## src/rtl/npc_pkg.sv

```systemverilog
package npc_pkg;
  typedef enum logic [2:0] {
    K_SEQ,
    K_JMP,
    K_CALL,
    K_BSET,
    K_BSETH,
    K_BCLR,
    K_BCLRH,
    K_IND
  } xfer_e;

  localparam logic [5:0] OP_IND   = 6'h10;
  localparam logic [5:0] OP_JMP   = 6'h1A;
  localparam logic [5:0] OP_CALL  = 6'h1B;
  localparam logic [5:0] OP_BSET  = 6'h1C;
  localparam logic [5:0] OP_BSETH = 6'h1D;
  localparam logic [5:0] OP_BCLR  = 6'h1E;
  localparam logic [5:0] OP_BCLRH = 6'h1F;
endpackage

```

## src/rtl/npc_decode.sv

```systemverilog
module npc_decode
  import npc_pkg::*;
#(
  parameter int XLEN   = 32,
  parameter int DISP_W = 26,
  parameter int RIDX_W = 5,
  parameter int RIDX_LSB = 11
) (
  input  logic [XLEN-1:0]   insn,
  input  logic [XLEN-1:0]   pc,
  input  logic [XLEN-1:0]   rd_data,
  output xfer_e             kind,
  output logic [RIDX_W-1:0] rd_idx,
  output logic [XLEN-1:0]   tgt
);
  localparam int OP_W  = 6;
  localparam int EXT_W = XLEN - DISP_W - 2;

  logic [OP_W-1:0] op;
  logic [XLEN-1:0] disp_ext;
  logic [XLEN-1:0] pc_seq;

  assign op       = insn[XLEN-1 -: OP_W];
  assign rd_idx   = insn[RIDX_LSB +: RIDX_W];
  assign disp_ext = {{EXT_W{insn[DISP_W-1]}}, insn[DISP_W-1:0], 2'b00};
  assign pc_seq   = pc + XLEN'(4);

  always_comb begin
    unique case (op)
      OP_IND:   kind = K_IND;
      OP_JMP:   kind = K_JMP;
      OP_CALL:  kind = K_CALL;
      OP_BSET:  kind = K_BSET;
      OP_BSETH: kind = K_BSETH;
      OP_BCLR:  kind = K_BCLR;
      OP_BCLRH: kind = K_BCLRH;
      default:  kind = K_SEQ;
    endcase
  end

  always_comb begin
    if (kind == K_IND) tgt = rd_data & ~XLEN'(3);
    else               tgt = pc_seq + disp_ext;
  end
endmodule

```

## src/rtl/npc_resolve.sv

```systemverilog
module npc_resolve
  import npc_pkg::*;
(
  input  xfer_e kind,
  input  logic  cc,
  output logic  is_xfer,
  output logic  is_call,
  output logic  take,
  output logic  hinted,
  output logic  annul
);
  always_comb begin
    unique case (kind)
      K_JMP, K_CALL, K_IND: take = 1'b1;
      K_BSET, K_BSETH:      take = cc;
      K_BCLR, K_BCLRH:      take = ~cc;
      default:              take = 1'b0;
    endcase
  end

  assign is_xfer = (kind != K_SEQ);
  assign is_call = (kind == K_CALL);
  assign hinted  = (kind == K_BSETH) || (kind == K_BCLRH);
  assign annul   = hinted && !take;
endmodule

```

## src/rtl/npc_seq.sv

```systemverilog
module npc_seq #(
  parameter int              XLEN       = 32,
  parameter logic [XLEN-1:0] START_ADDR = '0
) (
  input  logic            clk,
  input  logic            rst_n,
  input  logic            fire,
  input  logic [XLEN-1:0] pc,
  input  logic            is_xfer,
  input  logic            take,
  input  logic [XLEN-1:0] tgt,
  output logic [XLEN-1:0] npc,
  output logic            slot_q,
  output logic [XLEN-1:0] pend_tgt,
  output logic [XLEN-1:0] fetch_q
);
  logic            take_q;
  logic [XLEN-1:0] tgt_q;
  logic            arm;

  assign arm      = !slot_q && is_xfer;
  assign npc      = (slot_q && take_q) ? tgt_q : pc + XLEN'(4);
  assign pend_tgt = tgt_q;

  always_ff @(posedge clk or negedge rst_n) begin
    if (!rst_n) begin
      slot_q  <= 1'b0;
      take_q  <= 1'b0;
      tgt_q   <= '0;
      fetch_q <= START_ADDR;
    end else if (fire) begin
      slot_q  <= arm;
      take_q  <= arm && take;
      if (arm) tgt_q <= tgt;
      fetch_q <= npc;
    end
  end

  p_reset_state_r1: assert property (@(posedge clk)
    !rst_n |=> (fetch_q == START_ADDR && !slot_q && !take_q));

  p_fetch_follow_r10: assert property (@(posedge clk) disable iff (!rst_n)
    fire |=> fetch_q == $past(npc));

  p_stall_hold_r9: assert property (@(posedge clk) disable iff (!rst_n)
    !fire |=> ($stable(fetch_q) && $stable(slot_q) && $stable(tgt_q)));

  p_slot_once_r8: assert property (@(posedge clk) disable iff (!rst_n)
    (fire && slot_q) |=> !slot_q);
endmodule

```

## src/rtl/npc_unit.sv

```systemverilog
module npc_unit
  import npc_pkg::*;
#(
  parameter int          XLEN       = 32,
  parameter int          DISP_W     = 26,
  parameter int          RIDX_W     = 5,
  parameter int          LINK_REG   = 1,
  parameter logic [31:0] START_ADDR = 32'h0000_1000
) (
  input  logic              clk,
  input  logic              rst_n,
  input  logic              in_valid,
  output logic              in_ready,
  input  logic [XLEN-1:0]   in_pc,
  input  logic [XLEN-1:0]   in_insn,
  input  logic              cc_flag,
  output logic [RIDX_W-1:0] rd_idx,
  input  logic [XLEN-1:0]   rd_data,
  output logic              out_valid,
  input  logic              out_ready,
  output logic [XLEN-1:0]   out_npc,
  output logic              out_annul,
  output logic              rf_we,
  output logic [RIDX_W-1:0] rf_idx,
  output logic [XLEN-1:0]   rf_data,
  output logic [XLEN-1:0]   fetch_addr
);
  xfer_e           kind;
  logic [XLEN-1:0] tgt;
  logic            is_xfer, is_call, take, hinted, annul;
  logic            fire, slot_q;
  logic [XLEN-1:0] pend_tgt;

  assign fire      = in_valid && out_ready;
  assign in_ready  = out_ready;
  assign out_valid = in_valid;

  npc_decode #(
    .XLEN(XLEN), .DISP_W(DISP_W), .RIDX_W(RIDX_W), .RIDX_LSB(11)
  ) u_dec (
    .insn(in_insn), .pc(in_pc), .rd_data(rd_data),
    .kind(kind), .rd_idx(rd_idx), .tgt(tgt)
  );

  npc_resolve u_res (
    .kind(kind), .cc(cc_flag), .is_xfer(is_xfer), .is_call(is_call),
    .take(take), .hinted(hinted), .annul(annul)
  );

  npc_seq #(
    .XLEN(XLEN), .START_ADDR(XLEN'(START_ADDR))
  ) u_seq (
    .clk(clk), .rst_n(rst_n), .fire(fire), .pc(in_pc),
    .is_xfer(is_xfer), .take(take), .tgt(tgt),
    .npc(out_npc), .slot_q(slot_q), .pend_tgt(pend_tgt), .fetch_q(fetch_addr)
  );

  assign out_annul = in_valid && !slot_q && annul;
  assign rf_we     = fire && !slot_q && is_call;
  assign rf_idx    = RIDX_W'(LINK_REG);
  assign rf_data   = in_pc + XLEN'(8);

  p_link_arms_slot_r4: assert property (@(posedge clk) disable iff (!rst_n)
    rf_we |=> slot_q);

  p_annul_hint_only_r6: assert property (@(posedge clk) disable iff (!rst_n)
    out_annul |-> (hinted && !take));

  p_slot_plain_r8: assert property (@(posedge clk) disable iff (!rst_n)
    (in_valid && slot_q) |-> (!rf_we && !out_annul));

  p_ind_align_r7: assert property (@(posedge clk) disable iff (!rst_n)
    (fire && !slot_q && kind == K_IND) |=> pend_tgt[1:0] == 2'b00);

  p_handshake_r9: assert property (@(posedge clk) disable iff (!rst_n)
    (in_ready == out_ready) && (out_valid == in_valid));
endmodule

```

## config.mk

```make
export PLATFORM = sky130hd
export DESIGN_NAME = npc_unit
export DESIGN_NICKNAME = d
export VERILOG_FILES = /design/src/rtl/npc_pkg.sv /design/src/rtl/npc_decode.sv /design/src/rtl/npc_resolve.sv /design/src/rtl/npc_seq.sv /design/src/rtl/npc_unit.sv
export SDC_FILE = /design/constraint.sdc
export NUM_CORES = 1
export LEC_CHECK = 0
export BUFFER_PORTS_ARGS = -buffer_cell sky130_fd_sc_hd__buf_4
export CORE_UTILIZATION = 45
export DETAILED_ROUTE_END_ITERATION = 8
export MAX_ROUTING_LAYER = met4
export PLACE_DENSITY = 0.86
export RECOVER_POWER = 100
export SKIP_LAST_GASP = 1
export SLEW_MARGIN = 30
export SYNTH_ARGS = -nofsm -noshare
export SYNTH_HDL_FRONTEND = slang
export SYNTH_HIERARCHICAL = 1
export SYNTH_SLANG_ARGS = --single-unit
```

## constraint.sdc

```tcl
create_clock -name clk -period 2 [get_ports clk]
set_clock_uncertainty 0.15 [all_clocks]
set_input_delay 0.4 -clock clk [delete_from_list [all_inputs] [get_ports clk]]
set_output_delay 0.4 -clock clk [all_outputs]
set_load 0.01 [all_outputs]
```

==> impl_metrics.json, run 1 <==
{
  "netlist_area_um2": 6740,
  "rows": 44,
  "yosys_warnings": 6,
  "grt_repair_worst_endpoint": "u_seq/pend_tgt[31]$_DFFE_PN0P_/D",
  "cts_buffers": 9,
  "synth_seq_area_share_pct": 24.5,
  "dpl.hpwl_um": 19500,
  "synth_cell_type_count": 75,
  "overflow": 24,
  "io_buffer_count": 203,
  "clk_root_buffer_cell": "clkbuf_16",
  "initial_utilization_pct": 46.2,
  "synth_ff_type": "dfrtp_1",
  "status": "did not finish",
  "synth_cells": 802,
  "clockBufferDepth": 2,
  "clock_sinks": 66,
  "ios": 211,
  "synth_area_per_cell_um2": 8.40,
  "synth-async-reset-ratio_pct": 100,
  "die_x_um": 124,
  "flow.stopped_at": "global routing (5_1_grt)",
  "synth_edf_count": 0,
  "h-tree-depth": 3,
  "placed_cell_area_um2": 10000,
  "gr-usage-all-layers_pct": 71.7,
  "synth-seq-cells": 66,
  "worst_endpoint_kind": "sequential cell input",
  "firstError": "[ERROR GRT-0232] Routing congestion too high. Check the congestion heatmap in the GUI.",
  "grt_max_degree": 33,
  "die_h_um": 124,
  "gp_congestion": 0.939
}
timing repair:
action                                 4_1_cts
gates cloned                                 4
resized for setup                          186
hold buffers                                 1
pin swaps                                   95
setup endpoints to repair                   83
buffers inserted                            70
endpoints found under the hold margin       20
through the flow:
step	TNS, ns	utilization, %	hold WS (ns)	std cells	worst slack (ns)
2_1_floorplan	-16.24	-	-0.0456	805	-0.810
3_3_place_gp	-45.02	68.8	0.168	1314	-1.06
3_5_place_dp	-49.35	68.8	0.168	1314	-1.17
4_1_cts	-32.18	81.6	0.217	1403	-0.735
Yosys cell counts, drive strengths merged (2+ instances only):
master | n | area share, %
a211oi | 3 | 0.41
a31oi | 14 | 1.3
a31o | 4 | 0.52
or4 | 3 | 0.39
xnor2 | 42 | 5.5
o22ai | 2 | 0.19
inv | 27 | 1.5
nor3 | 19 | 1.6
and3 | 14 | 1.3
a221o | 2 | 0.30
nor2 | 73 | 4.1
and2 | 10 | 0.93
a21o | 11 | 1.2
conb | 2 | 0.11
dfrtp | 65 | 24
xor2 | 36 | 4.7
nor4 | 11 | 1.7
buf | 26 | 2.9
o21a | 5 | 0.56
o221a | 2 | 0.33
clkbuf | 27 | 1.7
nand2 | 78 | 4.3
o211ai | 5 | 0.56
nand4 | 29 | 3.2
or3 | 2 | 0.33
a21oi | 67 | 5.0
o21ai | 38 | 2.9
nand3 | 32 | 2.5
o221ai | 6 | 0.78
a221oi | 2 | 0.35
and3b | 2 | 0.26
mux2i | 5 | 0.74
o21bai | 3 | 0.50
o31a | 3 | 0.39
ha | 59 | 11
mux2 | 50 | 8.4
and4 | 4 | 0.56
or2 | 2 | 0.22
cells by family after synthesis:
| family | Yosys count | share of synthesized area [%] |
|---|---|---|
| mux | 55 | 9.10 |
| fa+ha+maj | 60 | 11.3 |
| flops | 66 | 24.5 |
| compound gates | 176 | 16.6 |
| simple gates | 285 | 22.2 |
| buf+inv | 80 | 6.09 |
| xor+xnor | 78 | 10.1 |
| other cells | 2 | 0.111 |
layer usage:
metal | track usage, % | GRT overflow
met3 | 46.5 | 0
met1 | 71.1 | 0
met4 | 72.2 | 9
met2 | 91.3 | 15
met5 | - | -
==> run 2: changes to the inputs <==
--- a/config.mk
+++ b/config.mk
@@ -6,10 +6,9 @@
 export NUM_CORES = 1
 export LEC_CHECK = 0
 export BUFFER_PORTS_ARGS = -buffer_cell sky130_fd_sc_hd__buf_4
-export CORE_UTILIZATION = 45
+export CORE_UTILIZATION = 30
 export DETAILED_ROUTE_END_ITERATION = 8
-export MAX_ROUTING_LAYER = met4
-export PLACE_DENSITY = 0.86
+export PLACE_DENSITY_LB_ADDON = 0.15
 export RECOVER_POWER = 100
 export SKIP_LAST_GASP = 1
 export SLEW_MARGIN = 30
==> constraint.sdc (replaced) <==
create_clock -name clk -period 2.6 [get_ports clk]
set_clock_uncertainty 0.15 [all_clocks]
set_input_delay 0.52 -clock clk [delete_from_list [all_inputs] [get_ports clk]]
set_output_delay 0.52 -clock clk [all_outputs]
set_load 0.01 [all_outputs]
==> impl_metrics.json, run 2 <==
{
  "clk_latency_ns": 0.33,
  "netlist.area_leader.share_pct": 24.1,
  "antennaDiodeCount": 0,
  "required_ns": 2.67,
  "die_h_um": 152,
  "clkPwrFrac_pct": 23.0,
  "status": "complete, but fails checks",
  "post-route-min-period_ns": 2.88,
  "pwr-share-comb_pct": 46.7,
  "gr-usage-all-layers_pct": 22.4,
  "clockBufferDepth": 2,
  "synth-seq-cells": 66,
  "switchingPower_uw": 1760,
  "fin_crit_sh_pct": 111,
  "postRouteAntennaNets": 0,
  "grt_pass1_wl_um": 40800,
  "cts_tree": "built",
  "drc": 0,
  "clk_root_buffer_cell": "clkbuf_16",
  "synth_area_per_cell_um2": 8.40,
  "dpl.hpwl_um": 19800,
  "clk_pin_slew_ns": 0.06,
  "worst_pin_slew_ns": 1.92,
  "final_common_cell": "buf_4",
  "die_x_um": 152,
  "max_freq_mhz": 347,
  "yosys_warnings": 6,
  "yosys.area_share.adder_pct": 11.3,
  "post-place-ws_ns": -0.681,
  "met3_length_um": 1070,
  "ir_drop_uv": 367,
  "overflow": 0,
  "final_cell_mix": "buf_4, nand2_1, nor2_1, dfrtp_1, clkbuf_1",
  "synthTopCellsByCount": "nand2_1, nor2_1, a21oi_1, dfrtp_1, ha_1",
  "synth_cells": 802,
  "finalSetupViolCount": 47,
  "critPathLaunchType": "input port",
  "drv_cap": 1,
  "drive_above_1_share_pct": 48.7,
  "sequentialPowerShare_pct": 30.3,
  "yosysTopAreaCell": "dfrtp_1",
  "grt_max_degree": 46,
  "core_area_um2": 21900,
  "whs_ns": 0.341,
  "avgRoutedWirePerCell_um": 18.4,
  "regArea_um2": 1650,
  "synth_area_leaders": "dfrtp_1, ha_1, mux2_2",
  "h-tree-depth": 3,
  "rows": 54,
  "clock_sinks": 66,
  "finalPower_uw": 5170,
  "viasPerCell": 5.15,
  "synthToLayoutAreaGrowth_pct": 72.6,
  "grt_pass1_vias": 7375,
  "setup_tns_ns": -4.91,
  "violations": "capacitance limit, slew limit, setup timing",
  "synth_cell_type_count": 75,
  "fill_cells": 2072,
  "cts_hold_buf": 0,
  "maxSlewViolCount": 34,
  "synth_most_common_cell": "nand2_1",
  "slew_headroom_pct": -27.9,
  "io_buffer_count": 203,
  "die-area_um2": 23100,
  "gp_congestion": 0.863,
  "drtIter0Drc": 324,
  "cp-end-kind": "register",
  "netlist_area_um2": 6740,
  "nNetsFinal": 1344,
  "synth-simple-area-share_pct": 22.2,
  "holdCritPathClass": "input port to register",
  "synth_ff_type": "dfrtp_1",
  "setup_ws_ns": -0.279,
  "synth_xor_area_share_pct": 10.1,
  "synth_compound_area_share_pct": 16.6,
  "critPathKind": "input port to register",
  "crit_arrival_ns": 2.94,
  "synth_top_family_by_area": "simple AND/OR/NAND/NOR gates",
  "num_vias": 7551,
  "met1_length_um": 11700,
  "ios": 211,
  "dr.pass1.iters": 5,
  "power.internal_uw": 3410,
  "fin_util_pct": 53.1,
  "crit_fanout": 3,
  "synth-async-reset-ratio_pct": 100,
  "synth_seq_area_share_pct": 24.5,
  "antenna_found_initial": 0,
  "multi_input_area_um2": 5800,
  "hold_violations": 0,
  "rsz0062_at_grt": "yes",
  "wl_met2_um": 13600,
  "cts_buffers": 9,
  "switching_share_pct": 34.1,
  "synth_edf_count": 0,
  "p_leak_uw": 0.00537,
  "initial_utilization_pct": 30.8,
  "powerDensity_nw_per_um2": 444,
  "drt_wl_total_um": 26900,
  "routed.top_layer": "met4",
  "muxShareOfSynthArea_pct": 9.10
}
[run 2: cell counts after synthesis]
Identical to the previous run, type by type.
[run 2: cell type report]
class,instances,area share (%)
Timing Repair Buffer,420,29.5
Clock inverter,2,0.0861
Tap cell,280,3.01
Clock buffer,13,2.41
Sequential cell,66,14.2
Multi-Input combinational cell,659,49.9
Inverter,27,0.915
[run 2: layer usage]
metal,vias up,GRT usage [%]
met1,3650,28.9
met3,33,3.22
met5,-,0
li1,3646,-
met2,222,38.8
met4,0,5.95
[run 2: power by group through the flow]
stage               Clock, uW  Sequential, uW  Combinational, uW
finish                   1190            1570               2410
global route             1260            1610               2590
CTS                      1220            1570               2230
detailed placement          0            1580               2030
global placement            0            1580               2000
floorplan                   0            1530               1090
[run 2: final timing paths]
check | slack, ns | start | to | cells after the start
max in group asynchronous | 0.22 | rst_n | u_seq/pend_tgt[15] | 2
min reg2reg | 0.34 | u_seq/fetch_q[18] | u_seq/fetch_q[18] | 2
min in group asynchronous | 0.57 | rst_n | u_seq/fetch_q[27] | 1
max reg2reg | 0.64 | u_seq/slot_q | u_seq/fetch_q[20] | 5
min | 0.34 | in_pc[0] | u_seq/fetch_q[0] | 3
max | -0.28 | in_insn[1] | u_seq/pend_tgt[29] | 13
[run 2: kinds of logic after synthesis]
kind of cell | Yosys count
AO/OA/AOI/OAI | 176
XOR/XNOR | 78
adder cells (fa/ha/maj) | 60
buffers and inverters | 80
flip-flops | 66
multiplexers | 55
other | 2
AND/OR/NAND/NOR | 285
[run 2: worst max-delay path, cell delays in order]
cell and delay (ns):
buf_8 0.10, ha_4 0.23, ha_4 0.16, fa_2 0.34, a21o_4 0.25, buf_4 0.14
a31oi_4 0.16, o21ai_4 0.10, a21oi_4 0.23, o311ai_4 0.14, mux2i_1 0.18, o22ai_1 0.11
mux2_4 0.28
[run 2: what timing repair did]
item,in CTS,in global routing
resized for setup,146,136
gates cloned,2,0
setup buffers,31,35
setup endpoints to repair,59,63
pin swaps,93,105
endpoints found under the hold margin,0,0
[run 2: metrics by stage]
stage | cell area (um2) | instances
after CTS | 10900 | 1436
after floorplan | 6840 | 805
after global placement | 9670 | 1389
final | 11600 | 1467
after global routing | 11600 | 1467
after detailed placement | 9670 | 1389
Power figures use the tool's default switching activity.
==> run 3: changes to the inputs <==
==> constraint.sdc (replaced) <==
create_clock -name clk -period 2.6 [get_ports clk]
set_clock_uncertainty 0.15 [all_clocks]
set_input_delay 0.26 -clock clk [delete_from_list [all_inputs] [get_ports clk]]
set_output_delay 0.26 -clock clk [all_outputs]
set_load 0.01 [all_outputs]
==> impl_metrics.json, run 3 (synthesized netlist as in run 2, its figures left out) <==
{
  "synthToLayoutAreaGrowth_pct": 40.1,
  "drive_above_1_share_pct": 33.1,
  "final_cell_mix": "buf_4, nand2_1, clkbuf_1, nor2_1",
  "post-route-min-period_ns": 2.61,
  "setup_tns_ns": -0.0194,
  "grt_pass1_vias": 7054,
  "rows": 54,
  "clock_sinks": 66,
  "dpl.hpwl_um": 19700,
  "powerDensity_nw_per_um2": 508,
  "ir_drop_uv": 274,
  "drt_wl_total_um": 24400,
  "rsz0062_at_grt": "yes",
  "antenna_found_initial": 0,
  "final_common_cell": "buf_4",
  "setup_ws_ns": -0.0112,
  "h-tree-depth": 3,
  "critPathKind": "input port to register",
  "maxSlewViolCount": 67,
  "clk_latency_ns": 0.34,
  "avgRoutedWirePerCell_um": 17.8,
  "postRouteAntennaNets": 0,
  "dr.pass1.iters": 5,
  "worst_pin_slew_ns": 1.76,
  "cts_tree": "built",
  "clk_pin_slew_ns": 0.06,
  "gp_congestion": 0.863,
  "cp-end-kind": "register",
  "fin_crit_sh_pct": 100,
  "drtIter0Drc": 338,
  "gr-usage-all-layers_pct": 21.3,
  "holdCritPathClass": "input port to register",
  "crit_fanout": 3,
  "post-place-ws_ns": -0.467,
  "hold_violations": 0,
  "critPathLaunchType": "input port",
  "status": "complete, but fails checks",
  "grt_pass1_wl_um": 39000,
  "whs_ns": 0.0819,
  "crit_arrival_ns": 2.68,
  "core_area_um2": 21900,
  "io_buffer_count": 203,
  "die_h_um": 152,
  "drv_cap": 1,
  "max_freq_mhz": 383,
  "nNetsFinal": 1248,
  "die-area_um2": 23100,
  "slew_headroom_pct": -17.6,
  "fin_cells": 1372,
  "p_leak_uw": 0.00424,
  "required_ns": 2.67,
  "ios": 211,
  "cts_buffers": 9,
  "violations": "capacitance limit, slew limit, setup timing",
  "clk_root_buffer_cell": "clkbuf_16",
  "finalSetupViolCount": 2,
  "initial_utilization_pct": 30.8,
  "grt_max_degree": 67,
  "num_vias": 6965,
  "drc": 0,
  "clockBufferDepth": 2,
  "r2r_cells": 4,
  "placed_cells": 1352,
  "min_path_cells": 3,
  "die_x_um": 152,
  "viasPerCell": 5.08,
  "overflow": 0,
  "antennaDiodeCount": 0,
  "fill_cells": 2314
}
==> run 3: cell types whose count changed in the layout (fill, tap and decap cells not counted), sizes merged <==
cell,previous run,this run
bufinv,0,2
dlygate4sd3,0,1
clkinv,2,3
clkinvlp,0,2
buf,364,238
clkbuf,69,94
==> run 3: repair_timing <==
item | CTS | global route
pin swaps | 14 | 9
hold buffers | 1 | 0
hold endpoints to repair | 65 | 0
resized for setup | 15 | 7
endpoints found under the setup margin | 7 | 14
setup buffers | 2 | 1
==> run 3: metrics by stage <==
step           util (%)  area (um2)  power (uW)
6_report           43.1        9440        4790
5_1_grt            43.1        9440        5110
4_1_cts            44.4        9720        4920
3_5_place_dp       42.5        9300        3540
3_3_place_gp       42.5        9300        3520
2_1_floorplan         -        6820        2620
==> run 3: path summary, 6_finish.rpt <==
path                                   startpoint                  to  slack [ns]
max in group asynchronous                   rst_n   u_seq/pend_tgt[8]        0.45
min in group asynchronous                   rst_n   u_seq/fetch_q[18]        0.79
worst max-delay path                     in_pc[3]  u_seq/pend_tgt[23]       -0.01
worst min register to register  u_seq/pend_tgt[1]   u_seq/pend_tgt[1]        0.35
worst max register to register       u_seq/slot_q    u_seq/fetch_q[7]        0.47
worst min-delay path                     in_pc[1]    u_seq/fetch_q[1]        0.08
==> run 3: critical path, stage by stage <==
cell and delay [ns]:
buf_8 0.10, ha_4 0.23, ha_4 0.16, fa_2 0.37, a21o_4 0.22, a221oi_2 0.22
buf_4 0.16, o31a_1 0.23, or2_4 0.18, o21ai_2 0.06, xnor2_1 0.13, a21oi_1 0.08
mux2_2 0.26
==> run 3: area by class of cell <==
cell class	count	area [um2]	share of cell area, %
Inverter	27	104	1.10
Sequential cell	66	1650	17.5
Clock inverter	7	93.8	0.994
Clock buffer	9	225	2.39
Timing Repair Buffer	324	2170	23.0
Multi-Input combinational cell	659	4840	51.3
Tap cell	280	350	3.71
==> run 3: layer usage <==
metal | vias to the layer above | share of wire (%) | routed length (um) | global-route usage [%]
li1 | 3460 | - | - | -
met1 | 3295 | 45 | 11000 | 28.2
met2 | 185 | 49 | 12000 | 36.5
met3 | 25 | 4.0 | 965 | 2.99
met4 | 0 | 1.7 | 417 | 5.05
met5 | - | 0 | 0 | 0
==> run 3: power by group <==
part / switching (uW) / internal [uW] / leakage [uW]
clock network: 479 / 837 / 0.000151
logic: 933 / 992 / 0.00330
registers: 204 / 1350 / 0.000788
total: 1620 / 3180 / 0.00424
==> run 4: changes to the inputs <==
--- a/config.mk
+++ b/config.mk
@@ -10,6 +10,7 @@
 export DETAILED_ROUTE_END_ITERATION = 8
 export PLACE_DENSITY_LB_ADDON = 0.15
 export RECOVER_POWER = 100
+export SETUP_SLACK_MARGIN = 0.4
 export SKIP_LAST_GASP = 1
 export SLEW_MARGIN = 30
 export SYNTH_ARGS = -nofsm -noshare
==> constraint.sdc (replaced) <==
create_clock -name clk -period 2.25 [get_ports clk]
set_clock_uncertainty 0.15 [all_clocks]
set_input_delay 0.225 -clock clk [delete_from_list [all_inputs] [get_ports clk]]
set_output_delay 0.225 -clock clk [all_outputs]
set_load 0.05 [all_outputs]
==> impl_metrics.json, run 4 (synthesized netlist as in run 2, its figures left out) <==
{
  "worst_pin_slew_ns": 0.838,
  "overflow": 0,
  "rows": 54,
  "post-place-ws_ns": -0.702,
  "worst_path_largest_cell_delay_ns": 0.36,
  "r2r_cells": 5,
  "die_h_um": 152,
  "slew_headroom_pct": 44.1,
  "drt_wl_total_um": 26900,
  "p_leak_uw": 0.00574,
  "final_cell_mix": "buf_4, buf_6, nor2_1, dfrtp_1, nand2_1",
  "viasPerCell": 5.11,
  "gp_congestion": 0.876,
  "ios": 211,
  "r2r_start": "u_seq/slot_q",
  "die_x_um": 152,
  "critPathKind": "input port to register",
  "holdCritPathClass": "input port to register",
  "clk_pin_slew_ns": 0.06,
  "violations": "setup timing",
  "die-area_um2": 23100,
  "critPathLaunchType": "input port",
  "finalSetupViolCount": 48,
  "placed_cells": 1386,
  "clockBufferDepth": 2,
  "postRouteAntennaNets": 0,
  "fin_crit_sh_pct": 110,
  "grt_pass1_wl_um": 41800,
  "setup_tns_ns": -5.10,
  "reg2reg_slack_ns": 0.15,
  "grt_max_degree": 67,
  "avgRoutedWirePerCell_um": 18.2,
  "powerDensity_nw_per_um2": 543,
  "clock_sinks": 66,
  "cts_tree": "built",
  "final_area_um2": 12600,
  "max_freq_mhz": 405,
  "dr.pass1.iters": 4,
  "drv_cap": 0,
  "ir_drop_uv": 356,
  "h-tree-depth": 3,
  "fin_cells": 1481,
  "dpl.hpwl_um": 19800,
  "crit_arrival_ns": 2.54,
  "setup_ws_ns": -0.217,
  "placed_cell_area_um2": 10500,
  "antenna_found_initial": 0,
  "cp-end-kind": "register",
  "cp_slowest_cell": "fa_2",
  "crit_fanout": 3,
  "clk_root_buffer_cell": "clkbuf_16",
  "drtIter0Drc": 314,
  "clk_latency_ns": 0.34,
  "drc": 0,
  "r2r_end": "u_seq/fetch_q[7]",
  "crit_chain": "buf_8, ha_4, ha_4, fa_2, a21o_4, a221oi_4, o31a_1, or2_4, o21ai_2, xnor2_1, a21oi_1, mux2_4",
  "initial_utilization_pct": 30.8,
  "antennaDiodeCount": 0,
  "final_common_cell": "buf_4",
  "hold_violations": 0,
  "core_area_um2": 21900,
  "required_ns": 2.32,
  "cts_buffers": 9,
  "synthToLayoutAreaGrowth_pct": 86.5,
  "io_buffer_count": 203,
  "num_vias": 7570,
  "whs_ns": 0.0598,
  "drive_above_1_share_pct": 52.8,
  "gr-usage-all-layers_pct": 22.8,
  "rsz0062_at_grt": "yes",
  "critPathLaunch": "in_pc[3]",
  "status": "complete, but fails checks",
  "nNetsFinal": 1357,
  "critPathCapture": "u_seq/pend_tgt[23]",
  "post-route-min-period_ns": 2.47,
  "maxSlewViolCount": 0,
  "grt_pass1_vias": 7720,
  "path_common_cell": "ha_4"
}
[run 4: worst min-delay path by stage]
stage	startpoint	to	slack (ns)	depth (start not counted)
6_report	in_pc[1]	u_seq/fetch_q[1]	0.06	3
5_1_grt	in_pc[1]	u_seq/fetch_q[1]	0.07	3
4_1_cts	in_pc[0]	u_seq/fetch_q[0]	0.05	3
3_5_place_dp	rst_n	u_seq/pend_tgt[3]	0.25	1
3_3_place_gp	rst_n	u_seq/fetch_q[2]	0.26	1
2_1_floorplan	rst_n	u_seq/fetch_q[0]	-0.22	0
[run 4: final cells by class]
class / count / area (um2)
Sequential cell: 66 / 1650
Clock buffer: 9 / 225
Timing Repair Buffer: 433 / 3800
Multi-Input combinational cell: 659 / 6310
Inverter: 27 / 101
Clock inverter: 7 / 118
Tap cell: 280 / 350
Fill cell: 2001 / 9330
[run 4: power by group]
part	total [uW]	internal [uW]	switching, uW
Sequential	1870	1560	315
Clock	1630	1080	549
Combinational	3320	1530	1790
Total	6820	4160	2660
[run 4: stage by stage]
step           utilization, %  total power (uW)
6_report                 57.4              6820
5_1_grt                  57.4              7140
2_1_floorplan               -              3650
3_3_place_gp             48.0              4810
3_5_place_dp             48.0              4830
4_1_cts                  57.0              6830
[run 4: what timing repair did]
| item | in CTS | in global routing |
|---|---|---|
| hold endpoints to repair | 65 | 0 |
| cloned | 5 | 0 |
| buffers inserted | 48 | 24 |
| pin swaps | 87 | 71 |
| resized for setup | 243 | 69 |
| setup endpoints to repair | 82 | 88 |
| hold buffers | 1 | 0 |
[run 4: worst max-delay path, delay by kind of cell]
kind                     cells  cell delay, ns
AO/OA/AOI/OAI                5            0.89
adder cells (fa/ha/maj)      3            0.76
multiplexers                 1            0.27
AND/OR/NAND/NOR              1            0.16
XOR/XNOR                     1            0.13
buffers and inverters        1            0.10
[run 4: per-layer routing]
| metal | GRT usage [%] | vias to the layer above | wire length (um) |
|---|---|---|---|
| met5 | 0 | - | 0 |
| li1 | - | 3673 | - |
| met2 | 37.1 | 207 | 12600 |
| met1 | 32.3 | 3657 | 12900 |
| met3 | 2.08 | 33 | 897 |
| met4 | 6.00 | 0 | 524 |
